===== config.mk =====
export PLATFORM = sky130hd
export DESIGN_NAME = pwm_pfm_sel
export DESIGN_NICKNAME = d
export VERILOG_FILES = /design/src/rtl/pwm_pfm_pkg.sv /design/src/rtl/pwm_pfm_cmp.sv /design/src/rtl/pwm_pfm_run_cnt.sv /design/src/rtl/pwm_pfm_chan.sv /design/src/rtl/pwm_pfm_sel.sv
export SDC_FILE = /design/constraint.sdc
export NUM_CORES = 1
export LEC_CHECK = 0
export BUFFER_PORTS_ARGS = -buffer_cell sky130_fd_sc_hd__buf_2
export CELL_PAD_IN_SITES_DETAIL_PLACEMENT = 0
export CELL_PAD_IN_SITES_GLOBAL_PLACEMENT = 1
export CORE_MARGIN = 1.5
export CORE_UTILIZATION = 25
export CTS_CLUSTER_DIAMETER = 50
export DETAILED_ROUTE_END_ITERATION = 12
export GPL_ROUTABILITY_DRIVEN = 0
export PLACE_DENSITY_LB_ADDON = 0.25
export REMOVE_ABC_BUFFERS = 1
export SLEW_MARGIN = 20
export SYNTH_ARGS = -nofsm -noshare
export SYNTH_HDL_FRONTEND = slang
export SYNTH_HIERARCHICAL = 1
export SYNTH_SLANG_ARGS = --single-unit

===== constraint.sdc =====
create_clock -name clk_i -period 3.9 [get_ports clk_i]
set_input_delay 0 -clock clk_i [delete_from_list [all_inputs] [get_ports clk_i]]
set_output_delay 0 -clock clk_i [all_outputs]
set_load 0.03 [all_outputs]

===== src/rtl/pwm_pfm_pkg.sv =====
package pwm_pfm_pkg;
  typedef enum logic {MODE_PWM = 1'b0, MODE_PFM = 1'b1} mode_e;
endpackage


===== src/rtl/pwm_pfm_cmp.sv =====
module pwm_pfm_cmp #(
  parameter int SAMPLE_W = 12
) (
  input  logic [SAMPLE_W-1:0] sample_i,
  input  logic [SAMPLE_W-1:0] thresh_i,
  output logic                below_o
);
  assign below_o = $signed(sample_i) < $signed(thresh_i);
endmodule


===== src/rtl/pwm_pfm_run_cnt.sv =====
module pwm_pfm_run_cnt #(
  parameter int CNT_W = 8
) (
  input  logic             clk_i,
  input  logic             rst_ni,
  input  logic             clr_i,
  input  logic             inc_i,
  input  logic [CNT_W-1:0] run_len_i,
  output logic             hit_o
);
  localparam int EXT_W = CNT_W + 1;

  logic [CNT_W-1:0] cnt_q;
  logic [EXT_W-1:0] cnt_nxt;

  assign cnt_nxt = {1'b0, cnt_q} + EXT_W'(1);
  // run_len 0 behaves like 1
  assign hit_o   = inc_i && (cnt_nxt >= {1'b0, run_len_i});

  always_ff @(posedge clk_i or negedge rst_ni) begin
    if (!rst_ni)             cnt_q <= '0;
    else if (clr_i || hit_o) cnt_q <= '0;
    else if (inc_i)          cnt_q <= cnt_nxt[CNT_W-1:0];
  end
endmodule


===== src/rtl/pwm_pfm_chan.sv =====
module pwm_pfm_chan
  import pwm_pfm_pkg::*;
#(
  parameter int SAMPLE_W = 12,
  parameter int CNT_W    = 8
) (
  input  logic                clk_i,
  input  logic                rst_ni,
  input  logic                en_i,
  input  logic                allow_i,
  input  logic                vld_i,
  input  logic [SAMPLE_W-1:0] sample_i,
  input  logic [SAMPLE_W-1:0] thresh_i,
  input  logic [CNT_W-1:0]    run_len_i,
  input  logic                exit_i,
  output logic                pfm_o
);
  mode_e mode_q, mode_d;
  logic  below, active, inc, clr, hit;

  pwm_pfm_cmp #(.SAMPLE_W(SAMPLE_W)) i_cmp (
    .sample_i(sample_i),
    .thresh_i(thresh_i),
    .below_o (below)
  );

  assign active = en_i && allow_i;
  assign inc    = active && !exit_i && vld_i && below && (mode_q == MODE_PWM);
  assign clr    = !active || exit_i || (vld_i && !below) || (mode_q == MODE_PFM);

  pwm_pfm_run_cnt #(.CNT_W(CNT_W)) i_cnt (
    .clk_i    (clk_i),
    .rst_ni   (rst_ni),
    .clr_i    (clr),
    .inc_i    (inc),
    .run_len_i(run_len_i),
    .hit_o    (hit)
  );

  always_comb begin
    mode_d = mode_q;
    if (!active || exit_i)                          mode_d = MODE_PWM;
    else if (mode_q == MODE_PFM && vld_i && !below) mode_d = MODE_PWM;
    else if (hit)                                   mode_d = MODE_PFM;
  end

  always_ff @(posedge clk_i or negedge rst_ni) begin
    if (!rst_ni) mode_q <= MODE_PWM;
    else         mode_q <= mode_d;
  end

  assign pfm_o = (mode_q == MODE_PFM);
endmodule


===== src/rtl/pwm_pfm_sel.sv =====
module pwm_pfm_sel #(
  parameter int NUM_CH   = 2,
  parameter int SAMPLE_W = 12,
  parameter int CNT_W    = 8
) (
  input  logic                       clk_i,
  input  logic                       rst_ni,
  input  logic [NUM_CH-1:0]          chan_en_i,
  input  logic [NUM_CH-1:0]          pfm_allow_i,
  input  logic [NUM_CH-1:0]          sample_vld_i,
  input  logic [NUM_CH*SAMPLE_W-1:0] sample_i,
  input  logic [NUM_CH*SAMPLE_W-1:0] thresh_i,
  input  logic [NUM_CH*CNT_W-1:0]    run_len_i,
  input  logic [NUM_CH-1:0]          exit_req_i,
  output logic [NUM_CH-1:0]          pfm_mode_o
);
  for (genvar c = 0; c < NUM_CH; c++) begin : g_ch
    pwm_pfm_chan #(.SAMPLE_W(SAMPLE_W), .CNT_W(CNT_W)) i_chan (
      .clk_i    (clk_i),
      .rst_ni   (rst_ni),
      .en_i     (chan_en_i[c]),
      .allow_i  (pfm_allow_i[c]),
      .vld_i    (sample_vld_i[c]),
      .sample_i (sample_i[c*SAMPLE_W +: SAMPLE_W]),
      .thresh_i (thresh_i[c*SAMPLE_W +: SAMPLE_W]),
      .run_len_i(run_len_i[c*CNT_W +: CNT_W]),
      .exit_i   (exit_req_i[c]),
      .pfm_o    (pfm_mode_o[c])
    );
  end
endmodule


After elaboration in Yosys (flattened, before gate mapping)
Cells that the tools add are included.

Register bits after elaboration: 18. Input bits: 74. Output and inout bits: 2. Logic and storage cells: 58.

$add $sub $neg: 2. Magnitude comparators: 4. Muxes and demuxes: 10. Bitwise operators: 2. Reduce and logical (&&, ||, !) cells: 36.

Operators by type and width (count): 8-bit 2-to-1 mux (4); 12-bit < comparator (2); 8-bit by 1-bit adder with 9-bit output (second input constant) (2); 9-bit by 8-bit >= comparator with 1-bit output (2); 1-bit logical AND (18); 1-bit logical OR (8); 1-bit logical NOT (6); 1-bit 2-to-1 mux (6); 3-bit nonzero test (2); 2-bit nonzero test (2); 1-bit inverter (2).

Depth between registers and ports, before layout
Gate-level depths: netlist of run 1.

Depth in word-level cells: 9. Gate-level depth with buffers: 13. Depth with buffers taken out: 11.

Hierarchy
The synthesis of run 1 kept the hierarchy.

Modules (own cells, without submodules): pwm_pfm_run_cnt (times used 2, cells an instance 90, area each 724.4 sq um, seq. area each 200.2 sq um); pwm_pfm_cmp (times used 2, cells an instance 36, area each 309.0 sq um, seq. area each 0.0 sq um); pwm_pfm_chan (times used 2, cells an instance 9, area each 77.6 sq um, seq. area each 25.0 sq um).

Worst setup path after synthesis of run 1
No wires, ideal clock.

Path kind: flip-flop to flip-flop. Start: register g_ch[0].i_chan.i_cnt.cnt_q[2]. End: register g_ch[0].i_chan.i_cnt.cnt_q[7]. Library setup time: 78 ps. Arrival: 2376 ps. Required time: 3822 ps. Path slack: 1446 ps. Cell stages (with the launch flop): 11. Path buffers: 1. Period minus slack after synthesis: 2454 ps. Cells stage by stage: dfrtp_1 -> buf_4 -> nand3_1 -> nor2_1 -> xor2_1 -> ha_1 -> nor3_1 -> nor2_1 -> a211o_1 -> or4b_1 -> a21oi_1.

Longest elaborated chain between the ends: 5. Elaborated cells between the ends (all ways): 7. Classes of those cells: add/sub (1); order compare (1); mux (2); reduce/logical (3).

Ends and longest elaborated chain: from (decl) (line pwm_pfm_run_cnt.sv:13) `logic [CNT_W-1:0] cnt_q;`; from (signal assigned) (line pwm_pfm_run_cnt.sv:23) `else if (inc_i) cnt_q <= cnt_nxt[CNT_W-1:0];`; 8-bit by 1-bit adder with 9-bit output (*) (line pwm_pfm_run_cnt.sv:16) `assign cnt_nxt = {1'b0, cnt_q} + EXT_W'(1);`; 9-bit by 8-bit >= comparator with 1-bit output (line pwm_pfm_run_cnt.sv:18) `assign hit_o = inc_i && (cnt_nxt >= {1'b0, run_len_i});`; 1-bit logical AND (line pwm_pfm_run_cnt.sv:18); 1-bit logical OR (line pwm_pfm_run_cnt.sv:22) `else if (clr_i || hit_o) cnt_q <= '0;`; 8-bit 2-to-1 mux / 2-bit nonzero test (equally long branches).

Every way passes the cells marked *; elsewhere a longest branch is shown, timed or not. The select of a mux whose other input is x is not followed. A chain may end at the register's enable or synchronous reset.

Final worst setup path of run 1
Start: register g_ch[1].i_chan.i_cnt.cnt_q[0]. End: register g_ch[1].i_chan.mode_q.

Longest elaborated chain between the ends: 4.

Ends and longest elaborated chain: from (decl) (line pwm_pfm_run_cnt.sv:13); from (signal assigned) (line pwm_pfm_run_cnt.sv:23); 8-bit by 1-bit adder with 9-bit output (line pwm_pfm_run_cnt.sv:16); 9-bit by 8-bit >= comparator with 1-bit output (line pwm_pfm_run_cnt.sv:18); 1-bit logical AND (line pwm_pfm_run_cnt.sv:18); named net g_ch[1].i_chan.hit (line pwm_pfm_chan.sv:19) `logic below, active, inc, clr, hit;`; 3-bit nonzero test (no source line); to (signal assigned) (line pwm_pfm_chan.sv:49) `else mode_q <= mode_d;`; to (decl) (line pwm_pfm_chan.sv:18) `mode_e mode_q, mode_d;`.

The timed path passes the listed nets, and every way through them passes these cells.

==> results of run 1 <==
[power groups by stage]
stage	clock, mW	sequential, mW	combinational, mW
2_1_floorplan	0	0.190	0.0652
3_3_place_gp	0	0.190	0.120
3_5_place_dp	0	0.190	0.122
4_1_cts	0.164	0.187	0.125
5_1_grt	0.174	0.187	0.142
6_report	0.154	0.187	0.121
[routing by layer]
layer  up-vias  GRT usage (%)  share of wire, %
li1       1097              -                 -
met1       923           14.6                48
met5         -              0                 0
met4         0           2.64              0.94
met3         4           2.09               6.1
met2        53           18.2                45
[area by class of cell]
class / count / area, um2 / area share [%]
Multi-Input combinational cell: 200 / 1550 / 55.6
Timing Repair Buffer: 82 / 440 / 15.8
Clock buffer: 4 / 55.1 / 1.97
Tap cell: 108 / 135 / 4.84
Sequential cell: 18 / 450 / 16.1
Inverter: 42 / 158 / 5.65
[flip-flops by register name, indices dropped and copies added (netlist names)]
name / count
g_ch.i_chan/i_cnt/cnt_q: 16
g_ch.i_chan/pfm_o: 2
[worst paths after layout]
kind                                          startpoint                             to  slack (ns)  depth (start not counted)
max                        g_ch[1].i_chan/i_cnt/cnt_q[0]           g_ch[1].i_chan/pfm_o        0.86                         12
min                                               rst_ni  g_ch[0].i_chan/i_cnt/cnt_q[3]        0.22                          2
max reg2reg                g_ch[1].i_chan/i_cnt/cnt_q[0]           g_ch[1].i_chan/pfm_o        0.86                         12
min reg2reg                g_ch[0].i_chan/i_cnt/cnt_q[7]  g_ch[0].i_chan/i_cnt/cnt_q[7]        0.57                          2
max in group asynchronous                         rst_ni  g_ch[1].i_chan/i_cnt/cnt_q[7]        3.38                          2
min in group clk_i                       sample_vld_i[1]  g_ch[1].i_chan/i_cnt/cnt_q[1]        0.26                          5
[Yosys cell counts (all sizes together)]
cell type | count | area [um2]
nand3b | 4 | 30.0
nor2b | 2 | 12.5
a21o | 4 | 30.0
o21a | 2 | 15.0
buf | 6 | 45.0
o32a | 2 | 20.0
inv | 42 | 158
and4 | 4 | 35.0
nand4 | 2 | 12.5
clkbuf | 4 | 15.0
or4 | 4 | 30.0
xnor2 | 6 | 52.6
o21ai | 8 | 40.0
nand3 | 10 | 50.1
dfrtp | 18 | 450
ha | 40 | 500
nand2 | 28 | 105
a21oi | 20 | 100
o31ai | 2 | 25.0
or4b | 6 | 60.1
xor2 | 6 | 52.6
a2111oi | 2 | 55.1
and3b | 2 | 20.0
and3 | 4 | 27.5
nand2b | 4 | 40.0
or3 | 2 | 15.0
nor4 | 2 | 12.5
nor3 | 2 | 10.0
a211o | 6 | 52.6
a211oi | 2 | 15.0
nor2 | 16 | 60.1
and4bb | 2 | 25.0
o211ai | 4 | 30.0
mux2i | 2 | 20.0
[what timing repair did]
action | 4_1_cts | 5_1_grt
hold buffers | 5 | 0
setup buffers | 0 | 0
hold endpoints to repair | 20 | 0
[through the flow]
stage	cells	utilization [%]	setup WS [ns]
floorplan	260	-	1.42
global placement	445	31.0	1.07
detailed placement	445	31.0	1.05
CTS	454	32.2	0.787
global route	454	32.2	0.564
finish	454	32.2	0.856
[logic make-up (layout without fill, tap and decap cells)]
| logic type | after synthesis | after routing | synth area share (%) |
|---|---|---|---|
| AO/OA/AOI/OAI | 52 | 52 | 17.2 |
| XOR/XNOR | 12 | 12 | 4.73 |
| adder cells (fa/ha/maj) | 40 | 40 | 22.5 |
| buffers and inverters | 52 | 128 | 9.80 |
| flip-flops | 18 | 18 | 20.3 |
| multiplexers | 2 | 2 | 0.901 |
| AND/OR/NAND/NOR | 94 | 94 | 24.5 |
==> results, run 1 <==
- The sequential share of power is approximately 40%.
- The analysis attributes to cell leakage a power of 1.49 nW.
- The critical-path maximum fanout is 9.
- The critical path in this run is classified as reg -> reg.
- The row count is 34.
- The total internal power is approximately 0.34 mW.
- The routed length per placed instance is 10.8 um.
- The TritonCTS clock tree is done.
- The type of the tightest min-delay check is in -> async.
- The synthesized design contains 18 register bits.
- In the layout the commonest cells are buf_2 (75), inv_1 (42), ha_1 (40).
- The total of cells resized after clock tree synthesis is 0.
- The completed layout was analyzed and its total power is 0.461 mW.
- The number of hold-slack violations in the final timing report was 0.
- The maximum clock frequency is roughly 0.33 GHz.
- The post-route worst hold slack is around 0.22 ns.
- The kind of cell adding the most delay to the critical path is adder cells.
- Clock latency on the worst-skew pair, taken at its later pin, is 0.25 ns.
- Together, buffers and inverters on the worst path number 1.
- The die width is 97.3 um.
- The count of pins on the block boundary is 76.
- Setup repair after global routing left no endpoint under its margin.
- The kind of start point of the critical path is a flop.
- The starting density of the core is approximately a quarter.
- The wire length of the first global-routing pass is between 8000 and 9000 um.
- The final routed wirelength across all metal layers is 4900 um.
- After detailed routing, the number of remaining DRC violations is 0.
- After layout, the minimum clock period comes to about 3.0 ns.
- The data arrival time of the worst path is approximately 3.2 ns.
- The finished cells cover roughly 2800 um2.
- For this block, the initial DRC count from the detailed router was 82.
- The count of different cell masters after synthesis is 38.
- The clock group share of total power is between 30% and 40%.
- The worst pin sits at a relative slew slack of 71.2%.
- The number of warning messages in the yosys log is 6.
- After clock tree synthesis, the clock-pin slew on the worst setup and hold paths is 0.07 ns.
- The post-route setup TNS is 0 ns.
- In this run the remaining antenna-violating nets after routing total 0.
- Entering global routing, the biggest net connects 19 pins.
- The average instance in the mapped netlist occupies ~8 um2.
- The number of antenna diodes is 0.
- The via count normalized by instance count is ~4.6.
- The worst clock skew is slightly below 0.002 ns.
- The worst-case IR drop observed on VDD is around 0.07 mV.
- The area growth from synthesis to layout is 25.7%.
- The fraction of power spent switching nets is about a quarter.
- The wire-length estimate of the detail-placed layout is around 4100 um.
- Sequential cells were found to cover between 20% and 30% of the synthesized design area.
- The via count of the first global-routing pass is a little over 2,000.
- The cell count after synthesis came out at 270.
- The total clock sinks is 18.
- The placeable core region is about 8700 um2.
- Counting stages on the worst path, the most repeated cell is nor2_1.
- The clock root buffer master is clkbuf_8.
- The global-route usage over all layers is a little over a tenth.
- Fill cells in the final layout number roughly 1,000.
- Across the run, the number of max-cap violations was 0.
- The endpoint class of the critical path is a flop.
- The actual slew at the worst max-slew pin is 0.431 ns.
- Global routing finished with a remaining overflow of 0.
- The most frequent standard cell in the layout excluding fill and tap cells is buf_2.
- In the final layout, the share of cells above drive strength 1 is 27.5%.
- The final-report max-slew violation count is 0.
- For this run, the detailed router's first-pass iteration total came to 4.
- The initial antenna violation count was 0.
- The buffer depth of the longest clock path is 2.
- The data required time at the worst endpoint is 4.04 ns.
- In this run the power spent charging and discharging nets is about 0.12 mW.
- After detailed placement, the total cell area comes to around 2700 um2.
- The flow ran to the end, and the final reports show no timing, DRC or antenna violations.
- Buffers placed on the I/O ports in this run total 75.
- Walking the worst path, the cells encountered are ha_1, nand3_1, xnor2_1, ha_1, a211oi_1, nand2_1, a211o_1, nor2_1, nor2_1, nor2_1, nor4_1, dlygate4sd3_1.
- CTS built an H-tree with a depth of 1.
- In this design, the stage delay of the slowest critical-path cell is 0.54 ns.
- In this run, the combinational gates consume between 20% and 30% of the power.
- The net count of the finished layout is 461.
- The cell with the largest stage delay on the worst path is dlygate4sd3_1.
- The post-synth design cell area is about 2200 um2.
- The final number of setup-violating endpoints is 0.
- The final route contains about 2,100 vias.
- TritonCTS created 3 clock buffers.
- The die height is about 100 um.
- The overall die area is between 9000 and 10,000 um2.
- The power per cell area is 165 nW/um2.
- The final critical path takes up between 70% and 80% of the cycle.
No activity file was read; power rests on OpenSTA's default activity.
==> inputs of run 2 (changes only) <==
Clock period 3.9 ns to 2.73 ns, I/O delays scaled along.
==> results, run 2 (synthesized netlist as in run 1, its figures left out) <==
- The combinational power share came to 26.8% (was 26.1%).
- The wire length of the first global-routing pass is 8910 um (was 8940 um).
- The CTS H-tree depth was 1 (unchanged).
- The TritonCTS clock tree is done (unchanged).
- The row count is 34 (unchanged).
- Status: finished, final reports clean (unchanged).
- The cell with the largest stage delay on the worst path is or4b_1 (was dlygate4sd3_1).
- The placeable core region is 8680 um2 (unchanged).
- The number of port buffers came to 75 (unchanged).
- The endpoint class of the critical path is a flop (unchanged).
- The critical-path maximum fanout is 6 (was 9).
- The final critical-path setup slack is 0.123 ns (was 0.856 ns).
- The peak ir drop on the vdd network is 0.121 mV (was 0.0687 mV).
- The area of all sequential standard cells is 457 um2 (was 450 um2).
- The data arrival time of the worst path came to 2.78 ns (was 3.18 ns).
- The post-route setup TNS is 0 ns (unchanged).
- The sum of net half-perimeters after detailed placement was 4130 um (about the same).
- The worst reg-to-reg setup slack is 0.12 ns (was 0.86 ns).
- The number of flip-flops in the largest register is 16 (unchanged).
- The clock group share of total power is 33.2% (was 33.4%).
- The post-route worst hold slack is 0.0828 ns (was 0.216 ns).
- The buffer depth of the longest clock path is 2 (unchanged).
- The overall via count from detail_route is 2,133 (was 2,077).
- Cell chain of the critical path: ha_4, nand3_1, xnor2_2, ha_1, a211oi_1, nand2_1, a211o_4, or4b_1, a21oi_1 (was ha_1, nand3_1, xnor2_1, ha_1, a211oi_1, nand2_1, a211o_1, nor2_1, nor2_1, nor2_1, nor4_1, dlygate4sd3_1).
- The area growth from synthesis to layout is 35.9% (was 25.7%).
- The kind of start point of the critical path is a flop (unchanged).
- The most frequent standard cell in the layout excluding fill and tap cells is buf_2 (unchanged).
- The clock root buffer master is clkbuf_8 (unchanged).
- The DRC violations left is 0 (unchanged).
- The net count of the finished layout is 480 (was 461).
- The count of pins on the block boundary was 76 (unchanged).
- The sequential share of power is 40.0% (was 40.5%).
- The overall die area was 9460 um2 (unchanged).
- The number of antenna diodes is 0 (unchanged).
- The via count normalized by instance count was 4.51 (was 4.57).
- The number of antenna-violating nets in the routed design is 0 (unchanged).
- The power dissipated by switching net loads is 0.174 mW (was 0.120 mW).
- The number of DRC markers after the initial detailed-route iteration is 28 (was 82).
- The path type of the worst setup path was reg -> reg (unchanged).
- The leakage power of the design was 1.57 nW (was 1.49 nW).
- The via count of the first global-routing pass is 2,113 (was 2,022).
- The fraction of final layout cells with drive strength greater than 1 is 34.8% (was 27.5%).
- The number of buffers added by the clock tree synthesis step came to 3 (unchanged).
- The die height is 97.3 um (unchanged).
- The final routed wirelength across all metal layers is 5180 um (was 4900 um).
- The data required time at the worst endpoint is 2.91 ns (was 4.04 ns).
- The clock transition time at the flip-flop clock pins of the worst setup and hold paths is 0.08 ns (was 0.07 ns).
- The number of hold-slack violations in the final timing report is 0 (unchanged).
- The combined area of the multi-input logic cells is 1630 um2 (was 1550 um2).
- Commonest non-fill, non-tap cells in the layout: buf_2 (75), inv_1 (42), ha_1 (38) (was buf_2 (75), inv_1 (42), ha_1 (40)).
- The number of max-cap violations is 0 (unchanged).
- The starting density of the core is 25.6% (unchanged).
- The actual slew at the worst max-slew pin is 0.440 ns (was 0.431 ns).
- The top register by number of flip-flops is g_ch.i_chan/i_cnt/cnt_q (unchanged).
- The relative slew slack is 70.7% (was 71.2%).
- The number of search-and-repair iterations in the first detailed-routing pass is 4 (unchanged).
- The clock latency reported for the late side of the worst-skew pair is 0.25 ns (about the same).
- The aggregate global routing overflow is 0 (unchanged).
- The routed length per placed instance came to 10.9 um (was 10.8 um).
- The maximum clock frequency came to 0.384 GHz (was 0.329 GHz).
- The number of filler cells placed in the layout is 958 (was 973).
- The pre-CTS worst setup slack is -0.00304 ns (was 1.05 ns).
- The die width came to 97.3 um (unchanged).
- The initial antenna violation count is 0 (unchanged).
- The fraction of power spent switching nets is 26.1% (was 25.9%).
- The worst clock skew is 0.00540 ns (was 0.00198 ns).
- The power per cell area is 221 nW/um2 (was 165 nW/um2).
- The type of the tightest min-delay check is in -> reg (was in -> async).
- The total clock sinks is 18 (unchanged).
- The maximum number of pins on one net before global-route repair came to 19 (unchanged).
- The final-report max-slew violation count was 0 (unchanged).
- The final number of setup-violating endpoints was 0 (unchanged).
- The global-route usage over all layers is 10.9% (about the same).
- The part of the cycle the worst path needs is 95.5% (was 78.0%).
- The total internal power came to 0.493 mW (was 0.342 mW).
- The final period demand of the worst path was 2.61 ns (was 3.04 ns).
- The largest incremental delay on the critical path is 0.50 ns (was 0.54 ns).
[run 2: cell types whose count changed in the layout (fill, tap and decap cells not counted), sizes merged]
cell and delta:
buf +17, dlygate4sd3 +2
[run 2: final cells by class]
| class | count | share of cell area, % |
|---|---|---|
| Clock buffer | 4 | 1.82 |
| Tap cell | 108 | 4.47 |
| Multi-Input combinational cell | 200 | 53.9 |
| Inverter | 42 | 5.22 |
| Sequential cell | 18 | 15.1 |
| Timing Repair Buffer | 101 | 19.5 |
[run 2: path summary, 6_finish.rpt]
kind / startpoint / end / cells after the start
max in group asynchronous: rst_ni / g_ch[1].i_chan/i_cnt/cnt_q[0] / 2
setup / recovery: g_ch[0].i_chan/i_cnt/cnt_q[1] / g_ch[0].i_chan/i_cnt/cnt_q[5] / 9
hold / removal: sample_vld_i[1] / g_ch[1].i_chan/pfm_o / 3
setup reg to reg: g_ch[0].i_chan/i_cnt/cnt_q[1] / g_ch[0].i_chan/i_cnt/cnt_q[5] / 9
hold reg to reg: g_ch[0].i_chan/i_cnt/cnt_q[7] / g_ch[0].i_chan/i_cnt/cnt_q[7] / 2
min in group asynchronous: rst_ni / g_ch[0].i_chan/i_cnt/cnt_q[1] / 2
[run 2: metrics by stage]
stage | utilization, % | total power [mW] | instances | instance area (um2)
floorplan | - | 0.365 | 260 | 2160
global placement | 31.7 | 0.444 | 454 | 2760
detailed placement | 31.7 | 0.446 | 454 | 2760
CTS | 33.2 | 0.679 | 465 | 2890
global route | 34.8 | 0.714 | 473 | 3020
finish | 34.8 | 0.667 | 473 | 3020
[run 2: what timing repair did]
| action | CTS | global route |
|---|---|---|
| hold buffers | 7 | 0 |
| buffers inserted | 0 | 8 |
| resized for setup | 2 | 15 |
| gates cloned | 0 | 0 |
| endpoints found under the hold margin | 20 | 0 |
| pin swaps | 0 | 4 |
| setup endpoints to repair | 4 | 13 |
[run 2: power by group through the flow]
stage	combinational, mW	sequential [mW]	clock (mW)
after floorplan	0.0932	0.272	0
after global placement	0.173	0.272	0
after detailed placement	0.174	0.272	0
after CTS	0.183	0.267	0.230
after global routing	0.208	0.267	0.240
final	0.179	0.267	0.221
[run 2: critical path, delay by kind of cell (launching register included)]
family | cells | cell delay (ns)
xor gates and xnor gates | 1 | 0.16
AOI/OAI and AO/OA | 3 | 0.73
DFF | 1 | 0.42
and+or+nand+nor | 3 | 0.72
adders and majority gates | 2 | 0.49
[run 2: layer usage]
metal	part of all wire [%]	vias up	track usage, %
met5	0	-	0
met4	0.60	0	2.31
met3	5.0	2	1.94
met2	46	46	18.2
met1	49	953	14.7
li1	-	1132	-
